`src/rtl/dbme_pkg.sv`:
```
package dbme_pkg;

    localparam logic [7:0] OPC_COPY = 8'd1;
    localparam logic [7:0] OPC_FILL = 8'd2;
    localparam logic [7:0] OPC_CMP  = 8'd3;
    localparam logic [7:0] OPC_XOR  = 8'd4;
    localparam logic [7:0] OPC_XNOR = 8'd5;
    localparam logic [7:0] OPC_OR   = 8'd6;

    localparam logic [1:0] CST_OK   = 2'd0;
    localparam logic [1:0] CST_MISS = 2'd1;
    localparam logic [1:0] CST_BAD  = 2'd2;

    typedef enum logic [3:0] {
        S_IDLE,
        S_FETCH,
        S_FTAIL,
        S_DECODE,
        S_RDA,
        S_RDB,
        S_EXEC,
        S_WR,
        S_POST
    } dbme_state_e;

endpackage

```
`src/rtl/dbme_ring.sv`:
```
module dbme_ring #(
    parameter int PW       = 4,
    parameter bit EXT_PROD = 1'b1
) (
    input  logic          clk,
    input  logic          rst_n,
    input  logic [PW-1:0] depth,
    input  logic          ext_we,
    input  logic [PW-1:0] ext_val,
    input  logic          int_adv,
    output logic [PW-1:0] int_ptr,
    output logic          empty,
    output logic          full
);

    logic [PW-1:0] int_q;
    logic [PW-1:0] ext_q;
    logic [PW-1:0] int_nxt;
    logic [PW-1:0] prod;
    logic [PW-1:0] cons;
    logic [PW-1:0] prod_nxt;

    assign int_nxt = (int_q == depth - 1'b1) ? '0 : int_q + 1'b1;

    always_ff @(posedge clk or negedge rst_n) begin
        if (!rst_n) begin
            int_q <= '0;
            ext_q <= '0;
        end else begin
            if (ext_we)
                ext_q <= ext_val;
            if (int_adv)
                int_q <= int_nxt;
        end
    end

    assign prod     = EXT_PROD ? ext_q : int_q;
    assign cons     = EXT_PROD ? int_q : ext_q;
    assign prod_nxt = (prod == depth - 1'b1) ? '0 : prod + 1'b1;
    assign empty    = (prod == cons);
    assign full     = (prod_nxt == cons);
    assign int_ptr  = int_q;

    AST_PTR_IN_RANGE: assert property (@(posedge clk) disable iff (!rst_n)
        int_q < depth);

    generate
        if (EXT_PROD) begin : g_consumer
            AST_NO_UNDERRUN: assert property (@(posedge clk) disable iff (!rst_n)
                int_adv |-> !empty);
        end else begin : g_producer
            AST_NO_OVERRUN: assert property (@(posedge clk) disable iff (!rst_n)
                int_adv |-> !full);
        end
    endgenerate

endmodule

```
`src/rtl/dbme_alu.sv`:
```
module dbme_alu
    import dbme_pkg::*;
(
    input  logic [7:0]  op,
    input  logic [31:0] a,
    input  logic [31:0] b,
    output logic [31:0] res,
    output logic        differ
);

    always_comb begin
        case (op)
            OPC_XOR:  res = a ^ b;
            OPC_XNOR: res = ~(a ^ b);
            OPC_OR:   res = a | b;
            default:  res = a;
        endcase
    end

    assign differ = (a != b);

endmodule

```
`src/rtl/dbme_engine.sv`:
```
module dbme_engine
    import dbme_pkg::*;
#(
    parameter int AW = 16,
    parameter int PW = 4
) (
    input  logic          clk,
    input  logic          rst_n,
    input  logic [AW-1:0] cfg_sq_base,
    input  logic [PW-1:0] cfg_sq_depth,
    input  logic [AW-1:0] cfg_cq_base,
    input  logic [PW-1:0] cfg_cq_depth,
    input  logic          sq_db_we,
    input  logic [PW-1:0] sq_db_tail,
    input  logic          cq_db_we,
    input  logic [PW-1:0] cq_db_head,
    output logic [PW-1:0] sq_head,
    output logic [PW-1:0] cq_tail,
    output logic          cq_not_empty,
    output logic          mem_req,
    output logic          mem_we,
    output logic [AW-1:0] mem_addr,
    output logic [31:0]   mem_wdata,
    input  logic [31:0]   mem_rdata
);

    localparam int LW = 16;

    dbme_state_e state_q, state_d;

    logic [1:0]    fcnt_q;
    logic [7:0]    op_q;
    logic [7:0]    tag_q;
    logic [AW-1:0] srca_q;
    logic [31:0]   srcb_q;
    logic [AW-1:0] dst_q;
    logic [LW-1:0] len_q;
    logic [LW-1:0] idx_q;
    logic [31:0]   a_q;
    logic [1:0]    st_q;
    logic [LW-1:0] off_q;

    logic sq_empty, sq_full_unused, cq_empty, cq_full;
    logic sq_adv, cq_adv;
    logic op_valid, two_src, is_cmp, last_w;
    logic cap_en;
    logic [1:0] cap_idx;
    logic [31:0] alu_res;
    logic alu_diff;

    dbme_ring #(.PW(PW), .EXT_PROD(1'b1)) u_sq (
        .clk     (clk),
        .rst_n   (rst_n),
        .depth   (cfg_sq_depth),
        .ext_we  (sq_db_we),
        .ext_val (sq_db_tail),
        .int_adv (sq_adv),
        .int_ptr (sq_head),
        .empty   (sq_empty),
        .full    (sq_full_unused)
    );

    dbme_ring #(.PW(PW), .EXT_PROD(1'b0)) u_cq (
        .clk     (clk),
        .rst_n   (rst_n),
        .depth   (cfg_cq_depth),
        .ext_we  (cq_db_we),
        .ext_val (cq_db_head),
        .int_adv (cq_adv),
        .int_ptr (cq_tail),
        .empty   (cq_empty),
        .full    (cq_full)
    );

    dbme_alu u_alu (
        .op     (op_q),
        .a      (a_q),
        .b      (mem_rdata),
        .res    (alu_res),
        .differ (alu_diff)
    );

    assign cq_not_empty = !cq_empty;

    assign op_valid = (op_q >= OPC_COPY) && (op_q <= OPC_OR);
    assign is_cmp   = (op_q == OPC_CMP);
    assign two_src  = is_cmp || (op_q == OPC_XOR) || (op_q == OPC_XNOR) || (op_q == OPC_OR);
    assign last_w   = (idx_q == len_q - 1'b1);

    // Next-state selection
    always_comb begin
        state_d = state_q;
        unique case (state_q)
            S_IDLE:   if (!sq_empty) state_d = S_FETCH;
            S_FETCH:  if (fcnt_q == 2'd3) state_d = S_FTAIL;
            S_FTAIL:  state_d = S_DECODE;
            S_DECODE: begin
                if (!op_valid || len_q == '0) state_d = S_POST;
                else if (op_q == OPC_FILL)    state_d = S_WR;
                else                          state_d = S_RDA;
            end
            S_RDA:    state_d = two_src ? S_RDB : S_WR;
            S_RDB:    state_d = S_EXEC;
            S_EXEC: begin
                if ((is_cmp && alu_diff) || last_w) state_d = S_POST;
                else                                state_d = S_RDA;
            end
            S_WR: begin
                if (last_w)                state_d = S_POST;
                else if (op_q == OPC_FILL) state_d = S_WR;
                else                       state_d = S_RDA;
            end
            S_POST:   if (!cq_full) state_d = S_IDLE;
            default:  state_d = S_IDLE;
        endcase
    end

    // State register
    always_ff @(posedge clk or negedge rst_n) begin
        if (!rst_n) state_q <= S_IDLE;
        else        state_q <= state_d;
    end

    // Command capture and word loop registers
    assign cap_en  = (state_q == S_FTAIL) || ((state_q == S_FETCH) && (fcnt_q != 2'd0));
    assign cap_idx = (state_q == S_FTAIL) ? 2'd3 : fcnt_q - 2'd1;

    always_ff @(posedge clk or negedge rst_n) begin
        if (!rst_n) begin
            fcnt_q <= '0;
            op_q   <= '0;
            tag_q  <= '0;
            srca_q <= '0;
            srcb_q <= '0;
            dst_q  <= '0;
            len_q  <= '0;
            idx_q  <= '0;
            a_q    <= '0;
            st_q   <= CST_OK;
            off_q  <= '0;
        end else begin
            if (state_q == S_IDLE)
                fcnt_q <= '0;
            else if (state_q == S_FETCH)
                fcnt_q <= fcnt_q + 2'd1;

            if (cap_en) begin
                case (cap_idx)
                    2'd0: begin
                        op_q  <= mem_rdata[7:0];
                        tag_q <= mem_rdata[15:8];
                    end
                    2'd1: srca_q <= mem_rdata[AW-1:0];
                    2'd2: srcb_q <= mem_rdata;
                    default: begin
                        dst_q <= mem_rdata[16+AW-1:16];
                        len_q <= mem_rdata[15:0];
                    end
                endcase
            end

            if (state_q == S_DECODE) begin
                idx_q <= '0;
                off_q <= '0;
                st_q  <= op_valid ? CST_OK : CST_BAD;
            end

            if (state_q == S_RDB)
                a_q <= mem_rdata;

            if (state_q == S_EXEC && is_cmp && alu_diff) begin
                st_q  <= CST_MISS;
                off_q <= idx_q;
            end

            if ((state_q == S_EXEC || state_q == S_WR) && state_d != S_POST)
                idx_q <= idx_q + 1'b1;
        end
    end

    // Outputs per state
    always_comb begin
        mem_req   = 1'b0;
        mem_we    = 1'b0;
        mem_addr  = '0;
        mem_wdata = '0;
        sq_adv    = 1'b0;
        cq_adv    = 1'b0;
        unique case (state_q)
            S_IDLE, S_FTAIL, S_DECODE: begin
            end
            S_FETCH: begin
                mem_req  = 1'b1;
                mem_addr = cfg_sq_base + AW'({sq_head, 2'b00}) + AW'(fcnt_q);
            end
            S_RDA: begin
                mem_req  = 1'b1;
                mem_addr = srca_q + AW'(idx_q);
            end
            S_RDB: begin
                mem_req  = 1'b1;
                mem_addr = srcb_q[AW-1:0] + AW'(idx_q);
            end
            S_EXEC: begin
                if (!is_cmp) begin
                    mem_req   = 1'b1;
                    mem_we    = 1'b1;
                    mem_addr  = dst_q + AW'(idx_q);
                    mem_wdata = alu_res;
                end
            end
            S_WR: begin
                mem_req   = 1'b1;
                mem_we    = 1'b1;
                mem_addr  = dst_q + AW'(idx_q);
                mem_wdata = (op_q == OPC_FILL) ? srcb_q : mem_rdata;
            end
            S_POST: begin
                if (!cq_full) begin
                    mem_req   = 1'b1;
                    mem_we    = 1'b1;
                    mem_addr  = cfg_cq_base + AW'(cq_tail);
                    mem_wdata = {tag_q, 6'b0, st_q, off_q};
                    sq_adv    = 1'b1;
                    cq_adv    = 1'b1;
                end
            end
            default: begin
            end
        endcase
    end

    AST_CMP_NO_WRITE: assert property (@(posedge clk) disable iff (!rst_n)
        (is_cmp && (state_q == S_RDA || state_q == S_RDB || state_q == S_EXEC)) |-> !mem_we);

    AST_MISS_OFFSET_BOUND: assert property (@(posedge clk) disable iff (!rst_n)
        (state_q == S_POST && st_q == CST_MISS) |-> (off_q < len_q));

    AST_HOLD_WHEN_FULL: assert property (@(posedge clk) disable iff (!rst_n)
        (state_q == S_POST && cq_full) |=> (state_q == S_POST && $stable(sq_head)));

    AST_BAD_OP_NO_DATA: assert property (@(posedge clk) disable iff (!rst_n)
        (state_q == S_DECODE && !op_valid) |=> (state_q == S_POST && st_q == CST_BAD));

endmodule

```
`config.mk`:
```
export PLATFORM = sky130hd
export DESIGN_NAME = dbme_engine
export DESIGN_NICKNAME = d
export VERILOG_FILES = /design/src/rtl/dbme_pkg.sv /design/src/rtl/dbme_ring.sv /design/src/rtl/dbme_alu.sv /design/src/rtl/dbme_engine.sv
export SDC_FILE = /design/constraint.sdc
export NUM_CORES = 1
export LEC_CHECK = 0
export BUFFER_PORTS_ARGS = -buffer_cell sky130_fd_sc_hd__buf_2
export CORE_MARGIN = 4
export CORE_UTILIZATION = 58
export DETAILED_ROUTE_END_ITERATION = 16
export GPL_TIMING_DRIVEN = 0
export PLACE_DENSITY = 0.79
export SYNTH_ARGS = -nofsm -noshare
export SYNTH_HDL_FRONTEND = slang
export SYNTH_SLANG_ARGS = --single-unit
```
`constraint.sdc`:
```
create_clock -name clk -period 10.5 [get_ports clk]
set_clock_uncertainty 0.15 [all_clocks]
set_input_delay 0.525 -clock clk [delete_from_list [all_inputs] [get_ports clk]]
set_output_delay 0.525 -clock clk [all_outputs]
set_load 0.02 [all_outputs]
```
==> insert_results.sql <==
INSERT INTO impl_metrics (metric_group, metric, value, unit) VALUES
('setup_path', 'cp-startpoint', 'state_q[3]$_DFF_PN0_', ''),
('hold_path', 'hold_depth', '2', ''),
('finish', 'final_cells', '1971', ''),
('setup_path', 'r2r_setup_slack', '6.78', 'ns'),
('sta', 'worst_hold_slack', '0.162', 'ns'),
('die', 'initial_utilization', '0.590', ''),
('die', 'floorplan.rows', '55', ''),
('setup_path', 'endpoint_kind', 'output port', ''),
('finish', 'seqCellArea', '0.00460', 'mm^2'),
('synthesis', 'synth_nets', '1678', ''),
('setup_path', 'timing.setup.critical_path_class', 'flop to output port', ''),
('place', 'postPlaceCellArea', '0.0145', 'mm^2'),
('job', 'cap_violations', '0', ''),
('clock_network', 'cts-htree-levels', '4', ''),
('sta', 'fin_tns_setup', '0', 'ns'),
('routing', 'detail-route-antenna-nets', '0', ''),
('synthesis', 'ys_top_cells_by_area', 'sky130_fd_sc_hd__dfrtp_1 (34%), sky130_fd_sc_hd__mux2_2 (8.4%), sky130_fd_sc_hd__ha_1 (7.5%)', ''),
('synthesis', 'synth-compound-area-share', '0.179', ''),
('routing', 'detailroute.via_count', '12600', ''),
('synthesis', 'postSynth.asyncResetShare', '1.00', ''),
('clock_network', 'cts_made_buffers', '17', ''),
('sta', 'final_hold_viol_count', '0', ''),
('outcome', 'outcome', 'complete, no violations', ''),
('routing', 'firstDrtPassIters', '6', ''),
('die', 'die_span_x', '160', 'um'),
('setup_path', 'cell_by_cell_trace_of_the_critical_path', 'clkbuf_1 > nor3b_1 > clkbuf_1 > mux2_2 > ha_1 > inv_1 > fa_1 > nor2b_1 > o31a_1 > o221ai_1 > a21oi_1 > o41ai_1 > o21ai_0 > xnor2_1 > o211ai_1 > buf_2', ''),
('routing', 'top_layer_used', 'met4', ''),
('setup_path', 'critPathMaxStageDelay', '1.04', 'ns'),
('global_routing', 'grt_pass1_vias', '12100', ''),
('die', 'floorplan.io_pins', '143', ''),
('hold_path', 'min_from', 'cq_db_head[2]', ''),
('finish', 'nNetsFinal', '1841', ''),
('finish', 'multi_input_comb_area', '0.00806', 'mm^2'),
('synthesis', 'synth.area.mux_share', '0.123', ''),
('synthesis', 'yosysWarnings', '0', ''),
('routing', 'postRouteWirelength', '41800', 'um'),
('synthesis', 'synth-edff-count', '0', ''),
('finish', 'post_route_cells_drive_above_1_share', '0.177', ''),
('routing', 'avgRoutedWirePerCell', '21.2', 'um'),
('routing', 'detail_route.iter0.violations', '1177', ''),
('synthesis', 'synthesis.area', '0.0134', 'mm^2'),
('global_routing', 'grt_antenna_before_repair', '0', ''),
('clock_network', 'tritoncts', 'yes', ''),
('synthesis', 'post_synthesis_area_per_instance', '8.84', 'um^2'),
('routing', 'wl_met2', '19400', 'um'),
('sta', 'setup_violations', '0', ''),
('place', 'gpl.final_weighted_congestion', '0.950', ''),
('synthesis', 'main_combinational_cell_family_by_area_after_synthesis', 'compound AO/OA/AOI/OAI gates', ''),
('finish', 'layout.cells.most_common_list', 'sky130_fd_sc_hd__nand2_1 (194), sky130_fd_sc_hd__dfrtp_1 (184), sky130_fd_sc_hd__o21ai_0 (149)', ''),
('pwr', 'power.static_leakage', '6.63', 'nW'),
('finish', 'n_antenna_cell', '0', ''),
('sta', 'tightestPinTransition', '1.44', 'ns'),
('global_routing', 'grt_pass1_wl', '64900', 'um'),
('routing', 'detail_route.drc_violations', '0', ''),
('synthesis', 'syn_inst', '1510', ''),
('setup_path', 'crit_path_max_fanout', '10', ''),
('clock_network', 'insertion_delay', '0.44', 'ns'),
('sta', 'achievable-frequency', '161', 'MHz'),
('global_routing', 'grt_start_max_net_pins', '106', ''),
('synthesis', 'ys_seq_area_frac', '0.345', ''),
('global_routing', 'grt_usage', '0.317', ''),
('die', 'die-area', '0.0255', 'mm^2'),
('routing', 'route.layer.met1.wl', '16600', 'um'),
('finish', 'final_common_cell', 'sky130_fd_sc_hd__nand2_1', ''),
('place', 'cell_total_after_placement', '1938', ''),
('die', 'placeableCoreArea', '0.0226', 'mm^2'),
('routing', 'drt-vias-per-instance', '6.37', ''),
('synthesis', 'post_synth_fa_ha_maj_area_fraction', '0.0810', ''),
('clock_network', 'ctsLongestPathBuffers', '2', ''),
('setup_path', 'worstPathArrival', '5.55', 'ns'),
('die', 'floorplan.die.height', '160', 'um');
## logic make-up (layout without fill, tap and decap cells)
group / after synthesis / after routing
buffers and inverters: 180 / 356
xor gates and xnor gates: 94 / 94
and+or+nand+nor: 449 / 449
muxes: 152 / 152
DFF: 184 / 184
AOI/OAI and AO/OA: 367 / 367
adders and majority gates: 84 / 84
## layout make-up
cell class / count / area share
plain buffers: 82 / 0.0212
clock buffers: 19 / 0.0300
clock inverters: 13 / 0.0106
inverters: 98 / 0.0244
multi-input cells: 1146 / 0.534
flip-flops and latches: 184 / 0.305
well taps: 285 / 0.0236
repair buffers: 144 / 0.0503
## cell usage after synthesis (all sizes together), types with 12 or more instances
cell type and number:
o21ai 158, a21o 12, xnor2 65, nand3 30, ha 80, xor2 28
a21oi 40, mux2i 52, mux2 100, a22oi 25, clkbuf 73, a221o 16
nand2 194, nor2 83, dfrtp 184, nor4 19, nor3 41, o22ai 27
inv 98, o221ai 24
## metal layers
| layer | track usage | vias to the layer above |
|---|---|---|
| li1 | - | 5758 |
| met1 | 0.411 | 6050 |
| met2 | 0.516 | 648 |
| met3 | 0.0655 | 109 |
| met4 | 0.142 | 0 |
| met5 | 0 | - |
## critical path, delay by kind of cell (launching register included)
family	cells	cell delay, ns
muxes	1	0.43
adders and majority gates	2	0.42
and+or+nand+nor	2	1.11
buffers and inverters	4	1.08
AOI/OAI and AO/OA	6	1.53
DFF	1	0.38
xor gates and xnor gates	1	0.17
## where the power goes
group	leakage (nW)	internal [mW]	total, mW	switching, mW
Clock	0.301	0.354	0.676	0.323
Sequential	2.25	1.01	1.31	0.305
Combinational	4.08	1.00	2.38	1.38
Total	6.63	2.36	4.37	2.01
## worst max-delay path by stage
stage | end | slack, ns | cells after the start
after floorplan | mem_addr[14] | 5.82 | 15
after global placement | mem_addr[14] | 4.96 | 16
after detailed placement | mem_addr[14] | 4.90 | 16
after CTS | mem_addr[14] | 4.38 | 16
after global routing | mem_addr[14] | 4.14 | 16
final | mem_addr[14] | 4.27 | 16
## registers in the layout (all words and copies together) (netlist names)
register	cells
srcb_q	32
dst_q	16
a_q	32
st_q	2
u_sq.ext_q	4
srca_q	16
off_q	16
idx_q	16
op_q	8
u_cq.cons	4
state_q	4
u_sq.int_ptr	4
tag_q	8
fcnt_q	2
len_q	16
u_cq.int_ptr	4
## timing repair
action | CTS | global route
setup buffers | 0 | 0
hold endpoints to repair | 79 | 0
setup endpoints to repair | 0 | 0
hold buffers | 1 | 0
## through the flow
step | utilization | worst slack (ns)
2_1_floorplan | - | 5.82
3_3_place_gp | 0.637 | 4.96
3_5_place_dp | 0.638 | 4.90
4_1_cts | 0.666 | 4.38
5_1_grt | 0.666 | 4.14
6_report | 0.666 | 4.27
Note: power is estimated with default switching activity, not from simulation.
